===== config.mk =====
export PLATFORM = sky130hd
export DESIGN_NAME = sram_ctl
export DESIGN_NICKNAME = d
export VERILOG_FILES = /design/src/rtl/sram_ctl_pkg.sv /design/src/rtl/sram_pwrup_timer.sv /design/src/rtl/sram_cycle_cnt.sv /design/src/rtl/sram_ctl.sv
export SDC_FILE = /design/constraint.sdc
export NUM_CORES = 1
export LEC_CHECK = 0
export ABC_AREA = 1
export BUFFER_PORTS_ARGS = -buffer_cell sky130_fd_sc_hd__buf_2
export CAP_MARGIN = 20
export CORE_ASPECT_RATIO = 0.5
export CORE_MARGIN = 8
export CORE_UTILIZATION = 55
export DETAILED_ROUTE_END_ITERATION = 8
export PLACE_DENSITY = 0.84
export SETUP_SLACK_MARGIN = 0.15
export SYNTH_ARGS = -nofsm -noshare
export SYNTH_HDL_FRONTEND = slang
export SYNTH_SLANG_ARGS = --single-unit

===== constraint.sdc =====
create_clock -name clk -period 2.95 [get_ports clk]
set_input_delay 0.59 -clock clk [delete_from_list [all_inputs] [get_ports clk]]
set_output_delay 0.59 -clock clk [all_outputs]
set_load 0.005 [all_outputs]

===== src/rtl/sram_ctl_pkg.sv =====
`timescale 1ns/1ps
package sram_ctl_pkg;

    localparam int SRAM_DW = 16;

    typedef enum logic [2:0] {
        ST_POWERUP,
        ST_IDLE,
        ST_RD_TURN,
        ST_RD_ACCESS,
        ST_WR_PULSE,
        ST_WR_RECOVER
    } ctl_state_e;

    // Round a nanosecond figure up to whole clocks, never below one.
    function automatic int ns_to_cyc(input int ns, input int clk_ns);
        int c;
        c = (ns + clk_ns - 1) / clk_ns;
        return (c < 1) ? 1 : c;
    endfunction

    function automatic int max3(input int a, input int b, input int c);
        int m;
        m = (a > b) ? a : b;
        return (m > c) ? m : c;
    endfunction

    // Per-grade nanosecond figures: grade 0 fastest, 2 slowest.
    function automatic int t_addr_data_ns(input int g);
        return (g == 0) ? 12 : (g == 1) ? 15 : 17;
    endfunction
    function automatic int t_oe_data_ns(input int g);
        return (g == 0) ? 6 : 7;
    endfunction
    function automatic int t_we_pulse_ns(input int g);
        return (g == 0) ? 10 : (g == 1) ? 12 : 14;
    endfunction
    function automatic int t_wr_cycle_ns(input int g);
        return (g == 0) ? 12 : (g == 1) ? 15 : 17;
    endfunction
    function automatic int t_data_setup_ns(input int g);
        return (g == 0) ? 7 : 8;
    endfunction
    function automatic int t_be_end_ns(input int g);
        return (g == 0) ? 10 : 12;
    endfunction

endpackage


===== src/rtl/sram_pwrup_timer.sv =====
`timescale 1ns/1ps
module sram_pwrup_timer #(
    parameter int CYCLES = 100000
) (
    input  logic clk,
    input  logic rst_n,
    output logic done
);
    localparam int CW = $clog2(CYCLES + 1);

    logic [CW-1:0] cnt_q;

    always_ff @(posedge clk or negedge rst_n) begin
        if (!rst_n) begin
            cnt_q <= '0;
            done  <= 1'b0;
        end else if (!done) begin
            if (cnt_q == CW'(CYCLES - 1)) begin
                done <= 1'b1;
            end else begin
                cnt_q <= cnt_q + 1'b1;
            end
        end
    end
endmodule


===== src/rtl/sram_cycle_cnt.sv =====
`timescale 1ns/1ps
module sram_cycle_cnt #(
    parameter int CW = 4
) (
    input  logic          clk,
    input  logic          rst_n,
    input  logic          load,
    input  logic [CW-1:0] load_val,
    output logic          done
);
    logic [CW-1:0] cnt_q;

    always_ff @(posedge clk or negedge rst_n) begin
        if (!rst_n) begin
            cnt_q <= '0;
        end else if (load) begin
            cnt_q <= load_val;
        end else if (cnt_q != '0) begin
            cnt_q <= cnt_q - 1'b1;
        end
    end

    assign done = (cnt_q == '0);
endmodule


===== src/rtl/sram_ctl.sv =====
`timescale 1ns/1ps
module sram_ctl
    import sram_ctl_pkg::*;
#(
    parameter int CLK_NS   = 10,
    parameter int GRADE    = 0,
    parameter int AW       = 18,
    parameter int PWRUP_NS = 1000000
) (
    input  logic                clk,
    input  logic                rst_n,
    input  logic                req_valid,
    output logic                req_ready,
    input  logic                req_write,
    input  logic [AW-1:0]       req_addr,
    input  logic [SRAM_DW-1:0]  req_wdata,
    input  logic [1:0]          req_bmask,
    output logic                rsp_valid,
    output logic [SRAM_DW-1:0]  rsp_rdata,
    output logic [AW-1:0]       sram_addr,
    output logic                sram_ce_n,
    output logic                sram_oe_n,
    output logic                sram_we_n,
    output logic                sram_ub_n,
    output logic                sram_lb_n,
    output logic [SRAM_DW-1:0]  sram_dq_o,
    output logic                sram_dq_oe,
    input  logic [SRAM_DW-1:0]  sram_dq_i
);
    // Cycle counts derived from the grade table and the clock period.
    localparam int AA_C   = ns_to_cyc(t_addr_data_ns(GRADE), CLK_NS);
    localparam int RC_C   = ns_to_cyc(t_wr_cycle_ns(GRADE), CLK_NS);
    localparam int DOE_C  = ns_to_cyc(t_oe_data_ns(GRADE), CLK_NS);
    localparam int RD_C   = max3(AA_C, RC_C, DOE_C);
    localparam int WP_C   = max3(ns_to_cyc(t_we_pulse_ns(GRADE), CLK_NS),
                                 ns_to_cyc(t_be_end_ns(GRADE), CLK_NS),
                                 ns_to_cyc(t_data_setup_ns(GRADE), CLK_NS));
    localparam int WC_C   = ns_to_cyc(t_wr_cycle_ns(GRADE), CLK_NS);
    localparam int REC_C  = (WC_C > WP_C) ? (WC_C - WP_C) : 1;
    localparam int PWR_C  = ns_to_cyc(PWRUP_NS, CLK_NS);
    localparam int CNT_W  = $clog2(max3(RD_C, WP_C, REC_C) + 1);

    ctl_state_e          state_q, state_d;
    logic                cnt_load, cnt_done, pwr_done;
    logic [CNT_W-1:0]    cnt_val;
    logic                accept;
    logic                last_wr_q;
    logic [AW-1:0]       addr_q;
    logic [SRAM_DW-1:0]  wdata_q, rdata_q;
    logic [1:0]          mask_q, mask_d;
    logic                rvalid_q;

    sram_pwrup_timer #(.CYCLES(PWR_C)) u_pwrup (
        .clk   (clk),
        .rst_n (rst_n),
        .done  (pwr_done)
    );

    sram_cycle_cnt #(.CW(CNT_W)) u_cnt (
        .clk      (clk),
        .rst_n    (rst_n),
        .load     (cnt_load),
        .load_val (cnt_val),
        .done     (cnt_done)
    );

    assign req_ready = (state_q == ST_IDLE);
    assign accept    = req_valid && req_ready;
    assign mask_d    = accept ? req_bmask : mask_q;

    // Next-state and counter-load decode.
    always_comb begin
        state_d  = state_q;
        cnt_load = 1'b0;
        cnt_val  = '0;
        unique case (state_q)
            ST_POWERUP: begin
                if (pwr_done) state_d = ST_IDLE;
            end
            ST_IDLE: begin
                if (req_valid) begin
                    if (req_write) begin
                        state_d  = ST_WR_PULSE;
                        cnt_load = 1'b1;
                        cnt_val  = CNT_W'(WP_C - 1);
                    end else if (last_wr_q) begin
                        state_d  = ST_RD_TURN;
                    end else begin
                        state_d  = ST_RD_ACCESS;
                        cnt_load = 1'b1;
                        cnt_val  = CNT_W'(RD_C - 1);
                    end
                end
            end
            ST_RD_TURN: begin
                state_d  = ST_RD_ACCESS;
                cnt_load = 1'b1;
                cnt_val  = CNT_W'(RD_C - 1);
            end
            ST_RD_ACCESS: begin
                if (cnt_done) state_d = ST_IDLE;
            end
            ST_WR_PULSE: begin
                if (cnt_done) begin
                    state_d  = ST_WR_RECOVER;
                    cnt_load = 1'b1;
                    cnt_val  = CNT_W'(REC_C - 1);
                end
            end
            ST_WR_RECOVER: begin
                if (cnt_done) state_d = ST_IDLE;
            end
            default: state_d = ST_POWERUP;
        endcase
    end

    // State register.
    always_ff @(posedge clk or negedge rst_n) begin
        if (!rst_n) state_q <= ST_POWERUP;
        else        state_q <= state_d;
    end

    // Request capture and read-data return.
    always_ff @(posedge clk or negedge rst_n) begin
        if (!rst_n) begin
            addr_q    <= '0;
            wdata_q   <= '0;
            mask_q    <= '0;
            last_wr_q <= 1'b0;
            rdata_q   <= '0;
            rvalid_q  <= 1'b0;
        end else begin
            if (accept) begin
                addr_q    <= req_addr;
                wdata_q   <= req_wdata;
                mask_q    <= req_bmask;
                last_wr_q <= req_write;
            end
            rvalid_q <= (state_q == ST_RD_ACCESS) && cnt_done;
            if ((state_q == ST_RD_ACCESS) && cnt_done) rdata_q <= sram_dq_i;
        end
    end

    // Registered pin outputs, decoded from the state being entered.
    always_ff @(posedge clk or negedge rst_n) begin
        if (!rst_n) begin
            sram_ce_n  <= 1'b1;
            sram_oe_n  <= 1'b1;
            sram_we_n  <= 1'b1;
            sram_ub_n  <= 1'b1;
            sram_lb_n  <= 1'b1;
            sram_dq_oe <= 1'b0;
        end else begin
            sram_ce_n  <= !((state_d == ST_RD_TURN) || (state_d == ST_RD_ACCESS) ||
                            (state_d == ST_WR_PULSE));
            sram_oe_n  <= !(state_d == ST_RD_ACCESS);
            sram_we_n  <= !(state_d == ST_WR_PULSE);
            sram_dq_oe <= (state_d == ST_WR_PULSE) && sram_oe_n;
            unique case (state_d)
                ST_RD_TURN, ST_RD_ACCESS: begin
                    sram_ub_n <= 1'b0;
                    sram_lb_n <= 1'b0;
                end
                ST_WR_PULSE: begin
                    sram_ub_n <= !mask_d[1];
                    sram_lb_n <= !mask_d[0];
                end
                default: begin
                    sram_ub_n <= 1'b1;
                    sram_lb_n <= 1'b1;
                end
            endcase
        end
    end

    assign sram_addr = addr_q;
    assign sram_dq_o = wdata_q;
    assign rsp_valid = rvalid_q;
    assign rsp_rdata = rdata_q;

endmodule


[Word level (Yosys, flattened, before mapping)]
Index checks and enable logic that the tools add are counted.
Word-level totals
  register bits after elaboration: 83
  output and inout port bits: 58
  logic and storage cells: 69
Operators by class
  $add $sub $neg: 2
  eq/ne operators: 9
  multiplexer cells: 23
  bitwise gates (word level): 2
  reductions and logical operators: 17
Operators by type and width (number)
  $add A17 B1 Y17 const B: 1
  $eq A17 B17 Y1 const B: 1
  $mux W3: 5
  $pmux W3 S5: 1
  $eq A3 B2 Y1 const B: 4
  $mux W1: 10
  $eq A3 B3 Y1 const B: 3
  $mux W2: 3
  $pmux W1 S2: 3
  $logic_not A1 Y1: 5
  $reduce_bool A2 Y1: 2
  $reduce_or A2 Y1: 2
  $eq A3 B1 Y1 const B: 1
  $logic_and A1 B1 Y1: 3
  $logic_not A3 Y1: 1
  $pmux W1 S3: 1
  $logic_not A2 Y1: 1
  $logic_or A1 B1 Y1: 2
  $not A1 Y1: 2
  $reduce_and A2 Y1: 1
  $sub A2 B1 Y2 const B: 1

[Logic depth before layout (Yosys ltp)]
  depth in word-level cells: 8
  depth in mapped cells: 10
  gate-level depth less buffers: 10

[By module]
Synthesis repeated with hierarchy kept, for this count alone.
Unflattened totals
  cells, all modules: 465
  area total of the unflattened synthesis: 3804.9 µm²
By module, submodules not included
  sram_ctl: times used 1, cells an instance 291, area an instance 2541.2 µm²
  sram_pwrup_timer: times used 1, cells an instance 157, area an instance 1143.6 µm²
  sram_cycle_cnt: times used 1, cells an instance 17, area an instance 120.1 µm²

[Least setup slack after synthesis]
OpenSTA, ideal clock, no wires.
  path kind: register to register
  start: register u_pwrup.cnt_q[0]
  end: register u_pwrup.cnt_q[12]
  arrival time: 1269 ps
  required time: 2834 ps
  slack: 1565 ps
  cell stages (with the launch flop): 11
  path buffers: 0
  clock period less this slack: 1385 ps
  cells stage by stage: dfrtp_1 > ha_1 > nand2_1 > nor2_4 > nand2_1 > inv_1 > nand2_1 > nand2_1 > nand2_1 > nand2_1 > nand2_1
On the way
  cells in the longest elaborated chain, start to end: 3
  elaborated cells on any way between the ends: 4
  classes of those cells: add/sub: 1; eq/ne: 1; bitwise: 1; reduce/logical: 1
RTL lines
  start, declared: line sram_pwrup_timer.sv:11  | logic [CW-1:0] cnt_q;
  start signal, assigned: line sram_pwrup_timer.sv:21  | cnt_q <= cnt_q + 1'b1;
  parallel branches: the longest is 3 deep, another holds $add A17 B1 Y17
Several ways; the timed one is not identified.
A chain may end at the register's enable or synchronous reset.

[Final worst setup path]
  start: register state_q[1]
  end: output req_ready
On the way
  cells in the longest elaborated chain, start to end: 1
RTL lines
  start, declared: line sram_ctl.sv:43  | ctl_state_e state_q, state_d;
  start signal, assigned: line sram_ctl.sv:120  | else state_q <= state_d;
  $eq A3 B1 Y1: line sram_ctl.sv:67  | assign req_ready = (state_q == ST_IDLE);
  end, declared: line sram_ctl.sv:13  | output logic req_ready,
Every way passes these cells.

==> results.cfg <==
[finish]
final_net_count = 656
utilization = 0.710
area_delta_synth_final_pct = 24.5
final_cells = 693
diodes_inserted = 0
most_common_library_cell_in_the_layout_ignoring_fill_and_taps = sky130_fd_sc_hd__nand2_1
multi_input_comb_area_mm2 = 0.00151
drive_above_1_share = 0.248
fill_cells = 532
highest_count_cells_in_the_layout_ignoring_fill_and_taps = sky130_fd_sc_hd__nand2_1 (255), sky130_fd_sc_hd__buf_2 (112), sky130_fd_sc_hd__dfrtp_1 (78)
layout.area.seq_mm2 = 0.00208
stdcell_area_mm2 = 0.00476

[grt]
grt_use_total = 0.187
grt_start_max_net_pins = 84
grt_first_pass_wirelength_mm = 15.1
gr-total-overflow = 0
grt_pass1_vias = 3379
antenna_found_initial = 0

[route]
detail_route.vias_per_cell = 4.90
antenna_violating_nets_post_route = 0
detail_route.wl_per_cell_um = 13.1
post-route-drc-count = 0
route.final.wire_length_mm = 9.07
via_count = 3397
drt_iter0_drc = 258
dr.pass1.iters = 5

[power]
pwr_density_cell_mw_per_mm2 = 520
power_leakage_nw = 2.61
max-vdd-ir-drop_v = 0.000319

[flow_run]
max_cap_violations = 0

[cts]
ctsRootBufferMaster = sky130_fd_sc_hd__clkbuf_16
cts-hold-fix-buffers = 0
post_cts.resized_instances = 0
clockBufferDepth = 2
worst_skew_pair.late_latency_ns = 0.34
cts.repair_timing.setup_buffer_count = 0
tritoncts = yes
numCtsBuffers = 9
htree_num_levels = 3
cts.sinks = 83
cts.reportedPaths.clkPinSlew_ns = 0.06

[sta]
setup_violations = 0
final_max_slew_viol_count = 0
slew-limit-headroom = 0.692
rsz0062_at_grt = no
timing_worst_slew_pin_value_ns = 0.460
totalNegativeSetupSlack_ns = 0
max_frequency_ghz = 0.541
min_period_over_period = 0.626
clock_skew_ns = 0.00467
worst_hold_slack_ns = 0.0749
layout_min_cycle_time_ns = 1.85
final_hold_viol_count = 0

[worst_setup_path]
worstPathMaxFanout = 4
worstPathRequired_ns = 2.36
worstRegToRegCells = 6
critPathMaxStageDelay_ns = 0.42
arrival_worst_endpoint_ns = 1.26
critPathKind = reg -> out
cp_slowest_cell = sky130_fd_sc_hd__dfrtp_1
critical_path.startpoint_type = flip-flop
end_kind = output port
crit_path_cell_trace = inv_1 > nand3_2 > inv_2 > buf_2

[place]
gp_congestion = 0.874
dp_hpwl_mm = 6.49
post_place_cell_area_mm2 = 0.00441
post-place-cells = 678
port-buffer-count = 113

[synth]
yosys_warnings = 0
syn_area_mm2 = 0.00382
ys_seq_area_frac = 0.545
synth.ff_latch_count = 83
synth_enable_flop_cells = 0
post_synth_num_cell_types = 29
synth_area_per_cell_um2 = 7.86
syn_nets = 544
postSynth.topFlopCell = sky130_fd_sc_hd__dfrtp_1
syn_inst = 486
postSynth.asyncResetShare = 1.00

[floorplan]
boundaryPins = 114
coreArea_mm2 = 0.00670
die_y_um = 74.9
rows = 21
floorplan.die_area_mm2 = 0.0100
die_width_um = 134
starting_utilization_of_the_core_area = 0.570

[status]
status = finished clean

[hold_path]
holdCritPathClass = in -> async
[sequential cells by signal (all words and copies together), names as in the netlist]
name / flops
sram_we_n: 1
sram_lb_n: 1
rsp_rdata: 16
rsp_valid: 1
sram_dq_oe: 1
last_wr_q: 1
state_q: 3
sram_oe_n: 1
sram_addr: 18
u_pwrup.done: 1
u_pwrup.cnt_q: 17
sram_dq_o: 16
sram_ub_n: 1
u_cnt.cnt_q: 2
mask_q: 2
sram_ce_n: 1
[path summary, 6_finish.rpt]
check	startpoint	end	slack, ns
worst max-delay path	state_q[1]	req_ready	1.10
worst min-delay path	rst_n	sram_dq_o[8]	0.07
worst max register to register	u_cnt.cnt_q[0]	rsp_rdata[14]	1.25
worst min register to register	sram_addr[11]	sram_addr[11]	0.47
max in group asynchronous	rst_n	sram_oe_n	2.27
min in group clk	req_wdata[8]	sram_dq_o[8]	0.45
[per-stage QoR]
stage | power (W) | setup slack [ns]
floorplan | 0.00122 | 1.56
CTS | 0.00249 | 1.10
global route | 0.00256 | 1.05
global placement | 0.00130 | 1.35
finish | 0.00247 | 1.10
detailed placement | 0.00131 | 1.28
[worst max-delay path, delay by kind of cell, from the launching register on]
| kind | cells | cell delay (ns) |
|---|---|---|
| DFF | 1 | 0.42 |
| buffers and inverters | 3 | 0.37 |
| and+or+nand+nor | 1 | 0.14 |
[final cells by class]
type,instances,share of cell area
clock buffer,10,0.0502
clock inverter,4,0.0160
inverter,35,0.0276
multi-input combinational,354,0.317
sequential,83,0.438
tap,92,0.0242
timing repair buffer,115,0.127
[Yosys cell counts (2+ instances only)]
cell	number	area [um^2]
sky130_fd_sc_hd__nand3_2	2	20.0
sky130_fd_sc_hd__nand2_1	255	957
sky130_fd_sc_hd__inv_2	4	15.0
sky130_fd_sc_hd__o21ai_2	3	26.3
sky130_fd_sc_hd__a21oi_1	2	10.0
sky130_fd_sc_hd__nor2_2	2	12.5
sky130_fd_sc_hd__inv_1	31	116
sky130_fd_sc_hd__xor2_1	5	43.8
sky130_fd_sc_hd__buf_6	3	33.8
sky130_fd_sc_hd__dfstp_2	5	131
sky130_fd_sc_hd__ha_1	2	25.0
sky130_fd_sc_hd__dfrtp_1	78	1950
sky130_fd_sc_hd__o21ai_0	4	20.0
sky130_fd_sc_hd__nor2_1	39	146
sky130_fd_sc_hd__nand3_1	27	135
sky130_fd_sc_hd__nand2_4	2	22.5
sky130_fd_sc_hd__nand4_1	5	31.3
sky130_fd_sc_hd__buf_2	6	30.0
[layer usage]
metal / GRT usage / up-vias / wire length, um
li1: - / 1705 / -
met1: 0.216 / 1582 / 3890
met2: 0.327 / 94 / 4600
met3: 0.0539 / 16 / 412
met4: 0.0801 / 0 / 165
met5: 0 / - / 0
[report_power, final]
part | total (W) | internal, W | leakage (nW) | switching [W]
registers | 0.00118 | 0.00116 | 0.992 | 0.0000127
clock network | 0.00118 | 0.000755 | 0.151 | 0.000426
logic | 0.000114 | 0.0000541 | 1.47 | 0.0000599
[cells by family after synthesis]
group                    synth area share
AO/OA/AOI/OAI                      0.0180
flip-flops                          0.545
AND/OR/NAND/NOR                     0.356
XOR/XNOR                           0.0138
buffers and inverters              0.0602
adder cells (fa/ha/maj)           0.00655
Note: power is estimated with default switching activity, not from simulation.
